## src/rtl/pwr_seq_pkg.sv

```systemverilog
package pwr_seq_pkg;

    // Bit positions inside the control word
    localparam int B_RSTN   = 0;
    localparam int B_ISO    = 1;
    localparam int B_ON_PRI = 2;
    localparam int B_ON_SEC = 3;
    localparam int B_CKDIS  = 4;
    localparam int PDN_LSB  = 8;
    localparam int GATE_W   = 5;
    localparam int PAD_W    = PDN_LSB - GATE_W;

    // Single-bit gate controls, packed so that rstn lands on bit 0
    typedef struct packed {
        logic ckdis;
        logic on_sec;
        logic on_pri;
        logic iso;
        logic rstn;
    } gate_bits_t;

    localparam gate_bits_t GATE_OFF = '{ckdis: 1'b1, on_sec: 1'b0,
                                        on_pri: 1'b0, iso: 1'b1, rstn: 1'b0};

    typedef enum logic [4:0] {
        S_IDLE,
        U_ON_PRI, U_ON_SEC, U_WPWR, U_CLK, U_ISO, U_RST, U_SRAM, U_WSRAM, U_PROT,
        D_PROT, D_WPROT, D_SRAM, D_WSRAM, D_ISO, D_RST, D_CLK, D_ON_PRI, D_ON_SEC, D_WPWR
    } seq_state_t;

    typedef enum logic [3:0] {
        CMD_NONE,
        CMD_PRI_SET, CMD_SEC_SET, CMD_CK_CLR, CMD_ISO_CLR, CMD_RST_REL, CMD_PDN_CLR,
        CMD_PROT_REL, CMD_PROT_SET, CMD_PDN_SET, CMD_ISO_SET, CMD_RST_ASRT,
        CMD_CK_SET, CMD_PRI_CLR, CMD_SEC_CLR
    } step_cmd_t;

    typedef enum logic [1:0] {
        DOM_OFF,
        DOM_ON,
        DOM_UNK
    } dom_state_t;

    function automatic logic is_wait(input seq_state_t s);
        return (s == U_WPWR) || (s == U_WSRAM) || (s == D_WPROT) ||
               (s == D_WSRAM) || (s == D_WPWR);
    endfunction

endpackage

```

## src/rtl/pwr_seq_timer.sv

```systemverilog
module pwr_seq_timer
    import pwr_seq_pkg::*;
#(
    parameter int TIMEOUT = 64
) (
    input  logic clk,
    input  logic rst,
    input  logic run,
    output logic expired
);
    localparam int CW = $clog2(TIMEOUT + 1);

    logic [CW-1:0] cnt_q;

    // Counts cycles spent in the current wait; cleared whenever no wait is active
    always_ff @(posedge clk) begin
        if (rst || !run) begin
            cnt_q <= '0;
        end else if (!expired) begin
            cnt_q <= cnt_q + 1'b1;
        end
    end

    assign expired = run && (cnt_q == CW'(TIMEOUT - 1));

endmodule

```

## src/rtl/pwr_seq_ctl.sv

```systemverilog
module pwr_seq_ctl
    import pwr_seq_pkg::*;
#(
    parameter int PDN_W   = 4,
    parameter bit PROT_EN = 1'b1
) (
    input  logic              clk,
    input  logic              rst,
    input  step_cmd_t         cmd,
    output logic [PDN_W+7:0]  ctl_word,
    output logic              prot_req
);
    gate_bits_t        gate_q;
    logic [PDN_W-1:0]  pdn_q;
    logic              prot_q;

    always_ff @(posedge clk) begin
        if (rst) begin
            gate_q <= GATE_OFF;
            pdn_q  <= '1;
            prot_q <= PROT_EN;
        end else begin
            unique case (cmd)
                CMD_PRI_SET:  gate_q.on_pri <= 1'b1;
                CMD_SEC_SET:  gate_q.on_sec <= 1'b1;
                CMD_CK_CLR:   gate_q.ckdis  <= 1'b0;
                CMD_ISO_CLR:  gate_q.iso    <= 1'b0;
                CMD_RST_REL:  gate_q.rstn   <= 1'b1;
                CMD_PDN_CLR:  pdn_q         <= '0;
                CMD_PROT_REL: prot_q        <= 1'b0;
                CMD_PROT_SET: prot_q        <= PROT_EN;
                CMD_PDN_SET:  pdn_q         <= '1;
                CMD_ISO_SET:  gate_q.iso    <= 1'b1;
                CMD_RST_ASRT: gate_q.rstn   <= 1'b0;
                CMD_CK_SET:   gate_q.ckdis  <= 1'b1;
                CMD_PRI_CLR:  gate_q.on_pri <= 1'b0;
                CMD_SEC_CLR:  gate_q.on_sec <= 1'b0;
                default: ;
            endcase
        end
    end

    assign ctl_word = {pdn_q, {PAD_W{1'b0}}, gate_q};
    assign prot_req = prot_q;

    logic pv_q;
    always_ff @(posedge clk) begin
        if (rst) pv_q <= 1'b0;
        else     pv_q <= 1'b1;
    end

    // one step per cycle (each gate bit, the SRAM field as a group, protection)
    p_one_step_r4: assert property (@(posedge clk) disable iff (rst || !pv_q)
        $onehot0({gate_q ^ $past(gate_q), |(pdn_q ^ $past(pdn_q)), prot_q ^ $past(prot_q)}));

    // the SRAM field always moves as a whole
    p_pdn_whole_r11: assert property (@(posedge clk) disable iff (rst)
        (pdn_q == '0) || (pdn_q == '1));

endmodule

```

## src/rtl/pwr_seq_fsm.sv

```systemverilog
module pwr_seq_fsm
    import pwr_seq_pkg::*;
#(
    parameter int             ACK_W    = 4,
    parameter logic [ACK_W-1:0] ACK_MASK = '1,
    parameter bit             PROT_EN  = 1'b1
) (
    input  logic             clk,
    input  logic             rst,
    input  logic             req_on,
    input  logic             req_off,
    input  logic             sw_ack_pri,
    input  logic             sw_ack_sec,
    input  logic [ACK_W-1:0] sram_ack,
    input  logic             prot_grant,
    input  logic             expired,
    output step_cmd_t        cmd,
    output logic             wait_active,
    output logic             busy,
    output logic             is_on,
    output logic             done,
    output logic             err
);
    localparam bit HAS_ACK = (ACK_MASK != '0);

    seq_state_t state_q, nxt;
    dom_state_t dom_q;
    logic       done_q, err_q;
    logic       fin, fin_on, abort, launch, accept;

    logic             pwr_hi, pwr_lo, sram_clear, sram_full;
    logic [ACK_W-1:0] sram_m;

    assign pwr_hi     = sw_ack_pri && sw_ack_sec;
    assign pwr_lo     = !sw_ack_pri && !sw_ack_sec;
    assign sram_m     = sram_ack & ACK_MASK;
    assign sram_clear = (sram_m == '0);
    assign sram_full  = (sram_m == ACK_MASK);
    assign accept     = (state_q == S_IDLE) && (req_on || req_off);

    always_comb begin
        nxt    = state_q;
        cmd    = CMD_NONE;
        fin    = 1'b0;
        fin_on = 1'b0;
        abort  = 1'b0;
        launch = 1'b0;
        unique case (state_q)
            S_IDLE: begin
                if (req_on) begin
                    if (dom_q == DOM_ON) begin
                        fin    = 1'b1;
                        fin_on = 1'b1;
                    end else begin
                        nxt    = U_ON_PRI;
                        launch = 1'b1;
                    end
                end else if (req_off) begin
                    if (dom_q == DOM_OFF) begin
                        fin = 1'b1;
                    end else begin
                        nxt    = PROT_EN ? D_PROT : D_SRAM;
                        launch = 1'b1;
                    end
                end
            end
            // ---------------- power-up ----------------
            U_ON_PRI: begin cmd = CMD_PRI_SET; nxt = U_ON_SEC; end
            U_ON_SEC: begin cmd = CMD_SEC_SET; nxt = U_WPWR;   end
            U_WPWR: begin
                if (pwr_hi)       nxt = U_CLK;
                else if (expired) abort = 1'b1;
            end
            U_CLK: begin cmd = CMD_CK_CLR;  nxt = U_ISO;  end
            U_ISO: begin cmd = CMD_ISO_CLR; nxt = U_RST;  end
            U_RST: begin cmd = CMD_RST_REL; nxt = U_SRAM; end
            U_SRAM: begin
                cmd = CMD_PDN_CLR;
                if (HAS_ACK)      nxt = U_WSRAM;
                else if (PROT_EN) nxt = U_PROT;
                else begin
                    fin    = 1'b1;
                    fin_on = 1'b1;
                end
            end
            U_WSRAM: begin
                if (sram_clear) begin
                    if (PROT_EN) nxt = U_PROT;
                    else begin
                        fin    = 1'b1;
                        fin_on = 1'b1;
                    end
                end else if (expired) begin
                    abort = 1'b1;
                end
            end
            U_PROT: begin
                cmd    = CMD_PROT_REL;
                fin    = 1'b1;
                fin_on = 1'b1;
            end
            // ---------------- power-down ----------------
            D_PROT: begin cmd = CMD_PROT_SET; nxt = D_WPROT; end
            D_WPROT: begin
                if (prot_grant)   nxt = D_SRAM;
                else if (expired) abort = 1'b1;
            end
            D_SRAM: begin
                cmd = CMD_PDN_SET;
                nxt = HAS_ACK ? D_WSRAM : D_ISO;
            end
            D_WSRAM: begin
                if (sram_full)    nxt = D_ISO;
                else if (expired) abort = 1'b1;
            end
            D_ISO:    begin cmd = CMD_ISO_SET;  nxt = D_RST;    end
            D_RST:    begin cmd = CMD_RST_ASRT; nxt = D_CLK;    end
            D_CLK:    begin cmd = CMD_CK_SET;   nxt = D_ON_PRI; end
            D_ON_PRI: begin cmd = CMD_PRI_CLR;  nxt = D_ON_SEC; end
            D_ON_SEC: begin cmd = CMD_SEC_CLR;  nxt = D_WPWR;   end
            D_WPWR: begin
                if (pwr_lo)       fin = 1'b1;
                else if (expired) abort = 1'b1;
            end
            default: nxt = S_IDLE;
        endcase
        if (fin || abort) nxt = S_IDLE;
    end

    always_ff @(posedge clk) begin
        if (rst) begin
            state_q <= U_ON_PRI;
            dom_q   <= DOM_UNK;
            done_q  <= 1'b0;
            err_q   <= 1'b0;
        end else begin
            state_q <= nxt;
            done_q  <= fin;
            if (fin)                  dom_q <= fin_on ? DOM_ON : DOM_OFF;
            else if (launch || abort) dom_q <= DOM_UNK;
            if (abort)       err_q <= 1'b1;
            else if (accept) err_q <= 1'b0;
        end
    end

    assign wait_active = is_wait(state_q);
    assign busy        = (state_q != S_IDLE);
    assign is_on       = (dom_q == DOM_ON);
    assign done        = done_q;
    assign err         = err_q;

    logic pv_q;
    always_ff @(posedge clk) begin
        if (rst) pv_q <= 1'b0;
        else     pv_q <= 1'b1;
    end

    // an error only ever rises out of a wait step
    p_err_from_wait_r7: assert property (@(posedge clk) disable iff (rst || !pv_q)
        $rose(err_q) |-> $past(wait_active));

    // an aborted sequence leaves the block idle
    p_abort_idle_r7: assert property (@(posedge clk) disable iff (rst || !pv_q)
        $rose(err_q) |-> !busy && !done_q);

    // a completion never carries a stale error
    p_done_clean_r8: assert property (@(posedge clk) disable iff (rst)
        !(done_q && err_q));

endmodule

```

## src/rtl/pwr_seq.sv

```systemverilog
module pwr_seq
    import pwr_seq_pkg::*;
#(
    parameter int               PDN_W    = 4,
    parameter int               ACK_W    = 4,
    parameter logic [ACK_W-1:0] ACK_MASK = '1,
    parameter bit               PROT_EN  = 1'b1,
    parameter int               TIMEOUT  = 64
) (
    input  logic              clk,
    input  logic              rst,
    input  logic              req_on,
    input  logic              req_off,
    input  logic              sw_ack_pri,
    input  logic              sw_ack_sec,
    input  logic [ACK_W-1:0]  sram_ack,
    input  logic              prot_grant,
    output logic [PDN_W+7:0]  ctl_word,
    output logic              prot_req,
    output logic              busy,
    output logic              is_on,
    output logic              done,
    output logic              err
);
    step_cmd_t cmd;
    logic      wait_active;
    logic      expired;

    pwr_seq_fsm #(
        .ACK_W    (ACK_W),
        .ACK_MASK (ACK_MASK),
        .PROT_EN  (PROT_EN)
    ) u_fsm (
        .clk         (clk),
        .rst         (rst),
        .req_on      (req_on),
        .req_off     (req_off),
        .sw_ack_pri  (sw_ack_pri),
        .sw_ack_sec  (sw_ack_sec),
        .sram_ack    (sram_ack),
        .prot_grant  (prot_grant),
        .expired     (expired),
        .cmd         (cmd),
        .wait_active (wait_active),
        .busy        (busy),
        .is_on       (is_on),
        .done        (done),
        .err         (err)
    );

    pwr_seq_timer #(
        .TIMEOUT (TIMEOUT)
    ) u_timer (
        .clk     (clk),
        .rst     (rst),
        .run     (wait_active),
        .expired (expired)
    );

    pwr_seq_ctl #(
        .PDN_W   (PDN_W),
        .PROT_EN (PROT_EN)
    ) u_ctl (
        .clk      (clk),
        .rst      (rst),
        .cmd      (cmd),
        .ctl_word (ctl_word),
        .prot_req (prot_req)
    );

    // Cycles since reset, saturating, for properties that look two cycles back
    logic [1:0] pv_cnt;
    always_ff @(posedge clk) begin
        if (rst)                pv_cnt <= '0;
        else if (pv_cnt != 2'd3) pv_cnt <= pv_cnt + 1'b1;
    end

    // clock enabled only after both switch acknowledges were high
    p_clk_after_acks_r3: assert property (@(posedge clk) disable iff (rst || pv_cnt != 2'd3)
        $fell(ctl_word[B_CKDIS]) |-> $past(sw_ack_pri && sw_ack_sec, 2));

    // isolation applied only after all masked SRAM acknowledges were set
    p_iso_after_sram_r5: assert property (@(posedge clk) disable iff (rst || pv_cnt != 2'd3)
        $rose(ctl_word[B_ISO]) |-> ($past(sram_ack & ACK_MASK, 2) == ACK_MASK));

    // a request for the settled state completes at once without output change
    p_same_state_r10: assert property (@(posedge clk) disable iff (rst || pv_cnt == 2'd0)
        (!busy && req_on && is_on) |=> done && !busy && $stable(ctl_word) && $stable(prot_req));

    generate
        if (PROT_EN) begin : g_prot
            // SRAM power-down only once protection had been granted
            p_sram_after_grant_r6: assert property (@(posedge clk) disable iff (rst || pv_cnt != 2'd3)
                $rose(|ctl_word[PDN_LSB +: PDN_W]) |-> $past(prot_grant, 2));
            // protection released only as the final power-up step
            p_prot_release_last_r6: assert property (@(posedge clk) disable iff (rst || pv_cnt == 2'd0)
                $fell(prot_req) |-> done && !busy && (ctl_word[PDN_LSB +: PDN_W] == '0));
        end else begin : g_noprot
            // protection never requested when disabled
            p_no_prot_r11: assert property (@(posedge clk) disable iff (rst)
                !prot_req);
        end
    endgenerate

endmodule

```

## config.mk

```make
export PLATFORM = sky130hd
export DESIGN_NAME = pwr_seq
export DESIGN_NICKNAME = d
export VERILOG_FILES = /design/src/rtl/pwr_seq_pkg.sv /design/src/rtl/pwr_seq_timer.sv /design/src/rtl/pwr_seq_ctl.sv /design/src/rtl/pwr_seq_fsm.sv /design/src/rtl/pwr_seq.sv
export SDC_FILE = /design/constraint.sdc
export NUM_CORES = 1
export LEC_CHECK = 0
export ABC_AREA = 1
export CAP_MARGIN = 20
export CORE_ASPECT_RATIO = 1.1
export CORE_MARGIN = 1.5
export CORE_UTILIZATION = 65
export DETAILED_ROUTE_END_ITERATION = 10
export DONT_BUFFER_PORTS = 1
export GPL_TIMING_DRIVEN = 0
export PLACE_DENSITY = 0.84
export REMOVE_ABC_BUFFERS = 1
export SETUP_SLACK_MARGIN = 0.05
export SKIP_CTS_REPAIR_TIMING = 1
export SLEW_MARGIN = 20
export SYNTH_ARGS = -nofsm -noshare
export SYNTH_HDL_FRONTEND = slang
export SYNTH_SLANG_ARGS = --single-unit
```

## constraint.sdc

```tcl
create_clock -name clk -period 2.5 [get_ports clk]
set_input_delay 0.5 -clock clk [delete_from_list [all_inputs] [get_ports clk]]
set_output_delay 0.5 -clock clk [all_outputs]
set_load 0.03 [all_outputs]
```

-- After elaboration in Yosys (flattened, before gate mapping)
Cells that the tools add are included.
- multiplexer cells: 43
- shift operators: 0
- reduce and logical (&&, ||, !) cells: 32
- div/mod/pow operators: 0
- equality and inequality tests: 51
- bitwise logic cells: 1
- $lt $le $gt $ge: 0
- add/subtract/negate cells: 1
- $mul: 0
- operator list (cell ; number):
    case mux 5 bit (19 select lines) ; 1
    case mux 4 bit (14 select lines) ; 1
    equality test 5 x 4 -> 1 bit, second input constant ; 8
    2-to-1 mux 5 bit ; 8
    equality test 4 bit, second input constant ; 8
    2-to-1 mux 1 bit ; 21
    equality test 5 x 3 -> 1 bit, second input constant ; 4
    equality test 5 bit, second input constant ; 4
    nonzero test 2 bit ; 9
    equality test 4 x 3 -> 1 bit, second input constant ; 4
    AND reduction 8 bit ; 2
    case mux 1 bit (2 select lines) ; 7
    inequality test 4 bit, second input constant ; 3
    equality test 5 x 2 -> 1 bit, second input constant ; 2
    inequality test 3 x 1 -> 1 bit, second input constant ; 3
    inequality test 3 bit, second input constant ; 3
    equality test 4 x 2 -> 1 bit, second input constant ; 2
    logical OR 1 bit ; 8
    inequality test 2 x 1 -> 1 bit, second input constant ; 4
    case mux 4 bit (2 select lines) ; 1
    adder 7 x 1 -> 7 bit, second input constant ; 1
    equality test 7 x 6 -> 1 bit, second input constant ; 1
    equality test 5 x 1 -> 1 bit, second input constant ; 1
    zero test 5 bit ; 1
    other kinds (14) ; 21
- latch bits: 0
- memories kept: 0
- flip-flop bits (word level): 26
- ROM bits: 0
- bits in writable memories: 0
- input bits: 11
- word-level logic and storage cells: 141

-- Logic depth before layout (Yosys ltp)
Gate-level depths: netlist of the first run.
- depth in word-level cells: 12
- gate-level depth with buffers: 12
- depth with buffers taken out: 12

-- Cells and area by module
From an unflattened synthesis of the first run, not the netlist that was laid out.
- cell total of the unflattened synthesis: 291
- area total of the unflattened synthesis: 1800.5 um^2
- by module, submodules not included (module ; instances ; cells each ; sequential area each (um^2) ; area an instance (um^2)):
    pwr_seq_fsm ; 1 ; 184 ; 180.2 ; 1061.0
    pwr_seq_ctl ; 1 ; 56 ; 140.1 ; 374.1
    pwr_seq_timer ; 1 ; 51 ; 140.1 ; 365.4

-- Worst setup path after synthesis of the first run
No wires, ideal clock.
- path type: register -> register
- start: register u_fsm.dom_q[0]
- end: register u_fsm.state_q[2]
- library setup time: 0.122 ns
- arrival: 1.529 ns
- buffers on the path: 0
- stages on the path, launching flop included: 9
- setup slack: 0.850 ns
- clock period less this slack: 1.650 ns
- path through: dfxtp_1 -> inv_1 -> nor2_1 -> nand2_1 -> a21oi_1 -> nor2_2 -> a21boi_2 -> nand2_1 -> a21oi_1
- elaborated cells on any way between the ends: 12
- those cells by class: eq/ne (3); mux (5); reduce/logical (4)
- RTL lines (element ; RTL line ; text):
    from (decl) ; pwr_seq_fsm.sv:27 ; dom_state_t dom_q;
    from (signal assigned) ; pwr_seq_fsm.sv:139 ; if (fin) dom_q <= fin_on ? DOM_ON : DOM_OFF;
    equality test 2 x 1 -> 1 bit (*) ; n/a ;
    via is_on ; pwr_seq.sv:21 ; output logic is_on,
    2-to-1 mux 1 bit ; pwr_seq_fsm.sv:51 ; if (dom_q == DOM_ON) begin
    2-to-1 mux 1 bit ; pwr_seq_fsm.sv:50 ; if (req_on) begin
    case mux 1 bit (3 select lines) ; pwr_seq_fsm.sv:48 ; unique case (state_q)
    logical OR 1 bit ; pwr_seq_fsm.sv:127 ; if (fin || abort) nxt = S_IDLE;
    OR reduction 2 bit (no line) ; n/a ;
    to (signal assigned) ; pwr_seq_fsm.sv:137 ; state_q <= nxt;
    to (decl) ; pwr_seq_fsm.sv:26 ; seq_state_t state_q, nxt;
Mark *: on every way through the listed nets, which the timed path passes. The rest lies on a longest branch.
A chain may end at the register's enable or synchronous reset.

-- Worst setup path after layout of the first run
- start: register u_fsm.state_q[1]
- end: register u_fsm.state_q[2]
- longest elaborated chain between the ends: 11
- elaborated cells on any way between the ends: 46
- those cells by class: eq/ne (26); mux (9); bitwise (1); reduce/logical (10)
- RTL lines (element ; RTL line ; text):
    equality test 5 x 2 -> 1 bit / equality test 5 x 4 -> 1 bit (equally long branches) ; pwr_seq_pkg.sv:45, pwr_seq_fsm.sv:48 ;
    logical OR 1 bit (3 in series) ; pwr_seq_pkg.sv:45 ; return (s == U_WPWR) || (s == U_WSRAM) || (s == D_WPROT) ||
    logical OR 1 bit ; pwr_seq_pkg.sv:46 ; (s == D_WSRAM) || (s == D_WPWR);
    logical AND 1 bit ; pwr_seq_timer.sv:24 ; assign expired = run && (cnt_q == CW'(TIMEOUT - 1));
    2-to-1 mux 1 bit ; n/a ;
    2-to-1 mux 1 bit, on equally long branches ; n/a ;
    case mux 1 bit (5 select lines) ; pwr_seq_fsm.sv:48 ;
    logical OR 1 bit ; pwr_seq_fsm.sv:127 ;
    OR reduction 2 bit (no line) ; n/a ;
Several ways; a longest one is shown, not always the timed one.

==> results of run 1 <==
critical path, stage by stage (launching register included):
cell and delay [ns]:
dfxtp_1 0.38, nor2_1 0.35, nand3_2 0.34, inv_1 0.20
nand2_1 0.06, nor3b_1 0.13, nand2_1 0.12, inv_1 0.10
o21ai_0 0.09, a21oi_1 0.08
layout make-up:
class / instances / share of cell area
multi-input combinational: 155 / 0.544
clock inverter: 1 / 0.00363
tap: 28 / 0.0254
sequential: 23 / 0.334
clock buffer: 3 / 0.0163
inverter: 28 / 0.0762
placed cells by master (no fill, tap or decap), drive strengths merged, types with 2 or more instances in the layout:
cell type,Yosys,routed
a21oi,13,13
or2,3,3
inv,28,28
nand4,8,8
dfxtp,23,23
conb,1,3
nand2,57,57
nand3,12,12
nor3,3,3
nor2,30,30
xnor2,2,2
clkbuf,1,3
xor2,2,2
o211ai,2,2
o21ai,12,12
Yosys cell counts, drive strengths merged:
cell type / count / share of area
a21boi: 1 / 0.0083
a21oi: 13 / 0.048
a22oi: 1 / 0.0055
and3: 1 / 0.0046
buf: 6 / 0.033
clkbuf: 1 / 0.0028
conb: 1 / 0.0028
dfxtp: 23 / 0.34
ha: 1 / 0.0092
inv: 28 / 0.077
nand2: 57 / 0.16
nand3: 12 / 0.052
nand4: 8 / 0.037
nor2: 30 / 0.094
nor3: 3 / 0.011
nor3b: 1 / 0.0055
o211ai: 2 / 0.011
o21a: 1 / 0.0055
o21ai: 12 / 0.044
o22ai: 1 / 0.0046
o31ai: 1 / 0.0055
or2: 3 / 0.014
xnor2: 2 / 0.013
xor2: 2 / 0.013
logic make-up after synthesis:
logic type | synth area share
buffers and inverters | 0.113
AO/OA/AOI/OAI | 0.133
AND/OR/NAND/NOR | 0.377
other | 0.00276
flip-flops | 0.339
adder cells (fa/ha/maj) | 0.00922
XOR/XNOR | 0.0258
routing by layer:
metal / GRT usage / vias up / part of all wire
met5: 0 / - / 0
met3: 0.0459 / 6 / 0.076
li1: - / 675 / -
met2: 0.438 / 59 / 0.45
met4: 0.124 / 0 / 0.015
met1: 0.388 / 573 / 0.45
flip-flops by register name, indices dropped and copies added (netlist names):
signal,count
u_ctl.ctl_word,5
u_ctl.pdn_q,1
u_ctl.prot_req,1
u_fsm.dom_q,2
u_fsm.done,1
u_fsm.err,1
u_fsm.state_q,5
u_timer.cnt_q,7
worst paths after layout:
kind                                  startpoint           endpoint  cells past startpoint
worst min register to register  u_timer.cnt_q[6]   u_timer.cnt_q[6]                      2
worst min-delay path                         rst  u_ctl.ctl_word[3]                      1
worst max register to register  u_fsm.state_q[1]   u_fsm.state_q[2]                      9
worst max-delay path            u_fsm.state_q[1]   u_fsm.state_q[2]                      9
report_power, final:
| group | internal [W] | switching, W | total [W] |
|---|---|---|---|
| combinational | 0.000207 | 0.000471 | 0.000678 |
| clock | 0.0000596 | 0.000113 | 0.000173 |
| sequential | 0.000444 | 0.000137 | 0.000581 |
| total | 0.000710 | 0.000722 | 0.00143 |
stage by stage:
step | cells | instance area [sq um] | utilization | hold slack (ns) | power (W)
4_1_cts | 238 | 1380 | 0.697 | 0.233 | 0.00142
3_3_place_gp | 234 | 1350 | 0.683 | 0.429 | 0.00122
5_1_grt | 238 | 1380 | 0.697 | 0.213 | 0.00156
6_report | 238 | 1380 | 0.697 | 0.237 | 0.00143
2_1_floorplan | 206 | 1320 | - | 0.420 | 0.00111
3_5_place_dp | 234 | 1350 | 0.683 | 0.448 | 0.00124
==> results.ini, run 1 <==
[timing]
worstMarginPinSlew_ns = 1.15
finalSetupTns_ns = 0
fin_skew_ns = 0.00773
fin_crit_sh = 0.775
finalSetupViolCount = 0
max_freq_ghz = 0.516
setup_ws_ns = 0.562
min_period_ns = 1.94
drv_slew = 0
rsz0062_at_grt = false
hold_viol_final = 0
relSlewSlack = 0.235

[synth]
synth-seq-cells = 23
netlist_area_sq_um = 1360
syn_inst = 211
syn_area_per_cell_sq_um = 6.43
synth_cell_types = 30
ys_seq_area_frac = 0.339
yosys_warnings = 0

[placement]
io_buffers = 0
dpl.hpwl_um = 2220
gp_congestion = 0.933
post-place-ws_ns = 0.607

[flow_run]
cap_viol_max_count = 0

[die]
num_rows = 17
ios = 28
fp.coreArea_sq_um = 1980
initial_utilization = 0.686
dieArea_sq_um = 2370
die_x_um = 46.6
dieHeight_um = 50.9

[cts]
cts_num_sinks = 23
h-tree-depth = 1
clockBufferDepth = 2
clkSlewWorstSetupHoldPaths_ns = 0.13
root_buffer = clkbuf_4
cts_tree = yes
cts_buffers = 3
clkLatencyLatePin_ns = 0.31

[critical_path]
cp_data_required_time_ns = 2.71
ff2ff_setup_slack_ns = 0.56
critPathLaunchType = flop
crit_path_end_kind = flop
critPathKind = flop to flop
cp_max_fo = 5
crit_arrival_ns = 2.15

[global_routing]
grt_pass1_vias = 1264
grt_overflow = 0
grt_usage = 0.286
grt_max_degree = 14
antenna_found_initial = 0
grt_pass1_wl_um = 5020

[power]
powerDensity_nw_per_um2 = 1040
irDropWorstVdd_v = 0.000535
p_leak_nw = 0.688

[hold_path]
worstHoldPathType = input pin to flop

[final_layout]
multi_input_area_sq_um = 751
nets = 223
insertedDiodeCount = 0
drive_gt1_frac = 0.0762
seqCellArea_sq_um = 460
fill_cells = 178
syn_to_final_growth_pct = 1.57

[route]
wirelength_um = 2850
vias = 1313
vias_per_cell = 5.52
antenna_left = 0
drcViolationCount = 0
drtPass1Iterations = 4
wl_per_cell_um = 12.0
drt_iter0_drc = 44

[status]
status = finished, final reports clean

Power figures use the tool's default switching activity.
==> inputs of run 2 (changes only) <==
Settings changed: CORE_UTILIZATION 65 to 61, PLACE_DENSITY 0.84 to 0.8.
Clock period 2.5 ns to 1.9 ns, I/O delays scaled along.
==> run 2 against run 1 <==
Critical path depth did not move. Power rose by 36%. Flip-flop and latch count did not move. Wire length rose by 4.2%. Clock-buffer cell count did not move. Largest power group unchanged. Die area rose by 6.1%. Hold slack got worse by 0.13 ns.
==> results.ini, run 2 (synthesis results as in run 1) <==
[critical_path]
max_stage_delay_ns = 0.37  ; about the same
cp_cell_sequence = nor2_2, nand3_4, inv_1, nand2_1, nor3b_1, nand2_1, inv_1, o21ai_0, a21oi_1
ff2ff_setup_slack_ns = 0.17  ; -0.39 ns
reg2reg_from = u_fsm.state_q[1]
critPathLaunchType = flop
cp_max_fo = 5  ; unchanged
critPathKind = flop to flop
critPathLaunch = u_fsm.state_q[1]
slowest_stage = dfxtp_2
crit_arrival_ns = 1.94  ; -0.21 ns
crit_path_end_kind = flop
cp_data_required_time_ns = 2.12  ; -0.59 ns

[global_routing]
grt_usage = 0.270  ; -0.0154
grt_pass1_wl_um = 4970  ; -0.98%
grt_overflow = 0  ; unchanged
antenna_found_initial = 0  ; unchanged
grt_max_degree = 14  ; unchanged
grt_pass1_vias = 1247  ; -1.3%

[route]
wl_per_cell_um = 12.4  ; +3.3%
drtPass1Iterations = 4  ; unchanged
drcViolationCount = 0  ; unchanged
wirelength_um = 2970  ; +4.2%
vias = 1338  ; +1.9%
vias_per_cell = 5.58  ; +1.1%
antenna_left = 0  ; unchanged
drt_iter0_drc = 33  ; -25%

[cts]
clkSlewWorstSetupHoldPaths_ns = 0.14  ; about the same
h-tree-depth = 1  ; unchanged
root_buffer = clkbuf_4
cts_tree = yes
cts_num_sinks = 23  ; unchanged
clkLatencyLatePin_ns = 0.32  ; about the same
clockBufferDepth = 2  ; unchanged
cts_buffers = 3  ; unchanged

[final_layout]
largest_register_ffs = 7  ; unchanged
drive_gt1_frac = 0.127  ; +0.0512
nets = 225  ; +0.90%
final_area_sq_um = 1420  ; +3.1%
fin_cells = 240  ; +0.84%
mostFrequentLayoutCell = nand2_1
fill_cells = 202  ; +13%
syn_to_final_growth_pct = 4.70
insertedDiodeCount = 0  ; unchanged
final_util = 0.689  ; -0.00812
mostFrequentLayoutCells = nand2_1, inv_1, nor2_1
top_register = u_timer.cnt_q

[placement]
dpl.hpwl_um = 2310  ; +4.0%
gp_congestion = 0.944  ; +1.1%
post-place-ws_ns = -0.00593  ; -0.613 ns
place_area_sq_um = 1350  ; unchanged
io_buffers = 0  ; unchanged
post-place-cells = 234  ; unchanged

[hold_path]
worstHoldStart = rst
worstHoldPathType = input pin to flop

[timing]
relSlewSlack = 0.586  ; +0.351
fin_crit_sh = 0.909  ; +0.134
worstMarginPinSlew_ns = 0.621  ; -0.525 ns
hold_viol_final = 0  ; unchanged
setup_ws_ns = 0.173  ; -0.389 ns
rsz0062_at_grt = true
fin_skew_ns = 0.00611  ; -0.00162 ns
max_freq_ghz = 0.579  ; +12%
min_period_ns = 1.73  ; -0.211 ns
finalSetupViolCount = 0  ; unchanged
drv_slew = 0  ; unchanged

[die]
initial_utilization = 0.658  ; -0.0283
num_rows = 17  ; unchanged
dieArea_sq_um = 2520  ; +6.1%
fp.coreArea_sq_um = 2060  ; +4.3%
dieHeight_um = 52.5  ; +3.0%
ios = 28  ; unchanged
die_x_um = 48.0  ; +3.0%

[power]
clockPowerShare = 0.124  ; +0.003
seqPwrFrac = 0.401  ; -0.005
p_leak_nw = 0.701  ; +1.9%
switchingPower_w = 0.000987  ; +37%
combPwrFrac = 0.474  ; about the same
irDropWorstVdd_v = 0.000844  ; +58%
swShare = 0.507  ; +0.00346
p_int_w = 0.000958  ; +35%
powerDensity_nw_per_um2 = 1370  ; +32%

[flow_run]
cap_viol_max_count = 0  ; unchanged

[status]
status = finished, final reports clean

## run 2: changes by cell type in the layout (fill, tap and decap cells not counted), moves of 2 or more
cell     change
buf_4        +2
dfxtp_1      -6
dfxtp_2      +6
nor2_1       -2
## run 2: layout make-up
type,instances,area [sq um],area share
multi-input cells,155,771,0.542
inverters,28,105,0.0739
clock buffers,3,22.5,0.0158
clock inverters,1,5.00,0.00352
well taps,28,35.0,0.0246
repair buffers,2,15.0,0.0106
flip-flops and latches,23,468,0.329
## run 2: critical path, delay by kind of cell (launching register included)
family                 cells  cell delay [ns]
flip-flops                 1             0.37
buffers and inverters      2             0.25
AO/OA/AOI/OAI              2             0.20
AND/OR/NAND/NOR            5             0.80
## run 2: per-layer routing
layer / wire, um / global-route usage / vias to the layer above
met1: 1370 / 0.355 / 610
met4: 19 / 0.0676 / 0
met5: 0 / 0 / -
met3: 160 / 0.0414 / 4
li1: - / - / 682
met2: 1420 / 0.451 / 42
## run 2: path summary, 6_finish.rpt
kind                             to  cells after the start
setup / recovery   u_fsm.state_q[2]                      9
hold / removal    u_ctl.ctl_word[2]                      1
hold reg to reg    u_timer.cnt_q[6]                      2
setup reg to reg   u_fsm.state_q[2]                      9
## run 2: power by group through the flow
stage / logic, W / clock network [W] / registers [W]
detailed placement: 0.000875 / 0 / 0.000768
global placement: 0.000854 / 0 / 0.000764
CTS: 0.000878 / 0.000237 / 0.000757
finish: 0.000923 / 0.000242 / 0.000780
floorplan: 0.000714 / 0 / 0.000747
global route: 0.00104 / 0.000246 / 0.000796
## run 2: through the flow
step / hold slack, ns / setup TNS, ns / power [W]
4_1_cts: 0.110 / -0.0291 / 0.00187
6_report: 0.105 / 0 / 0.00194
2_1_floorplan: 0.420 / 0 / 0.00146
5_1_grt: 0.107 / 0 / 0.00208
3_5_place_dp: 0.448 / -0.00593 / 0.00164
3_3_place_gp: 0.429 / -0.000898 / 0.00162
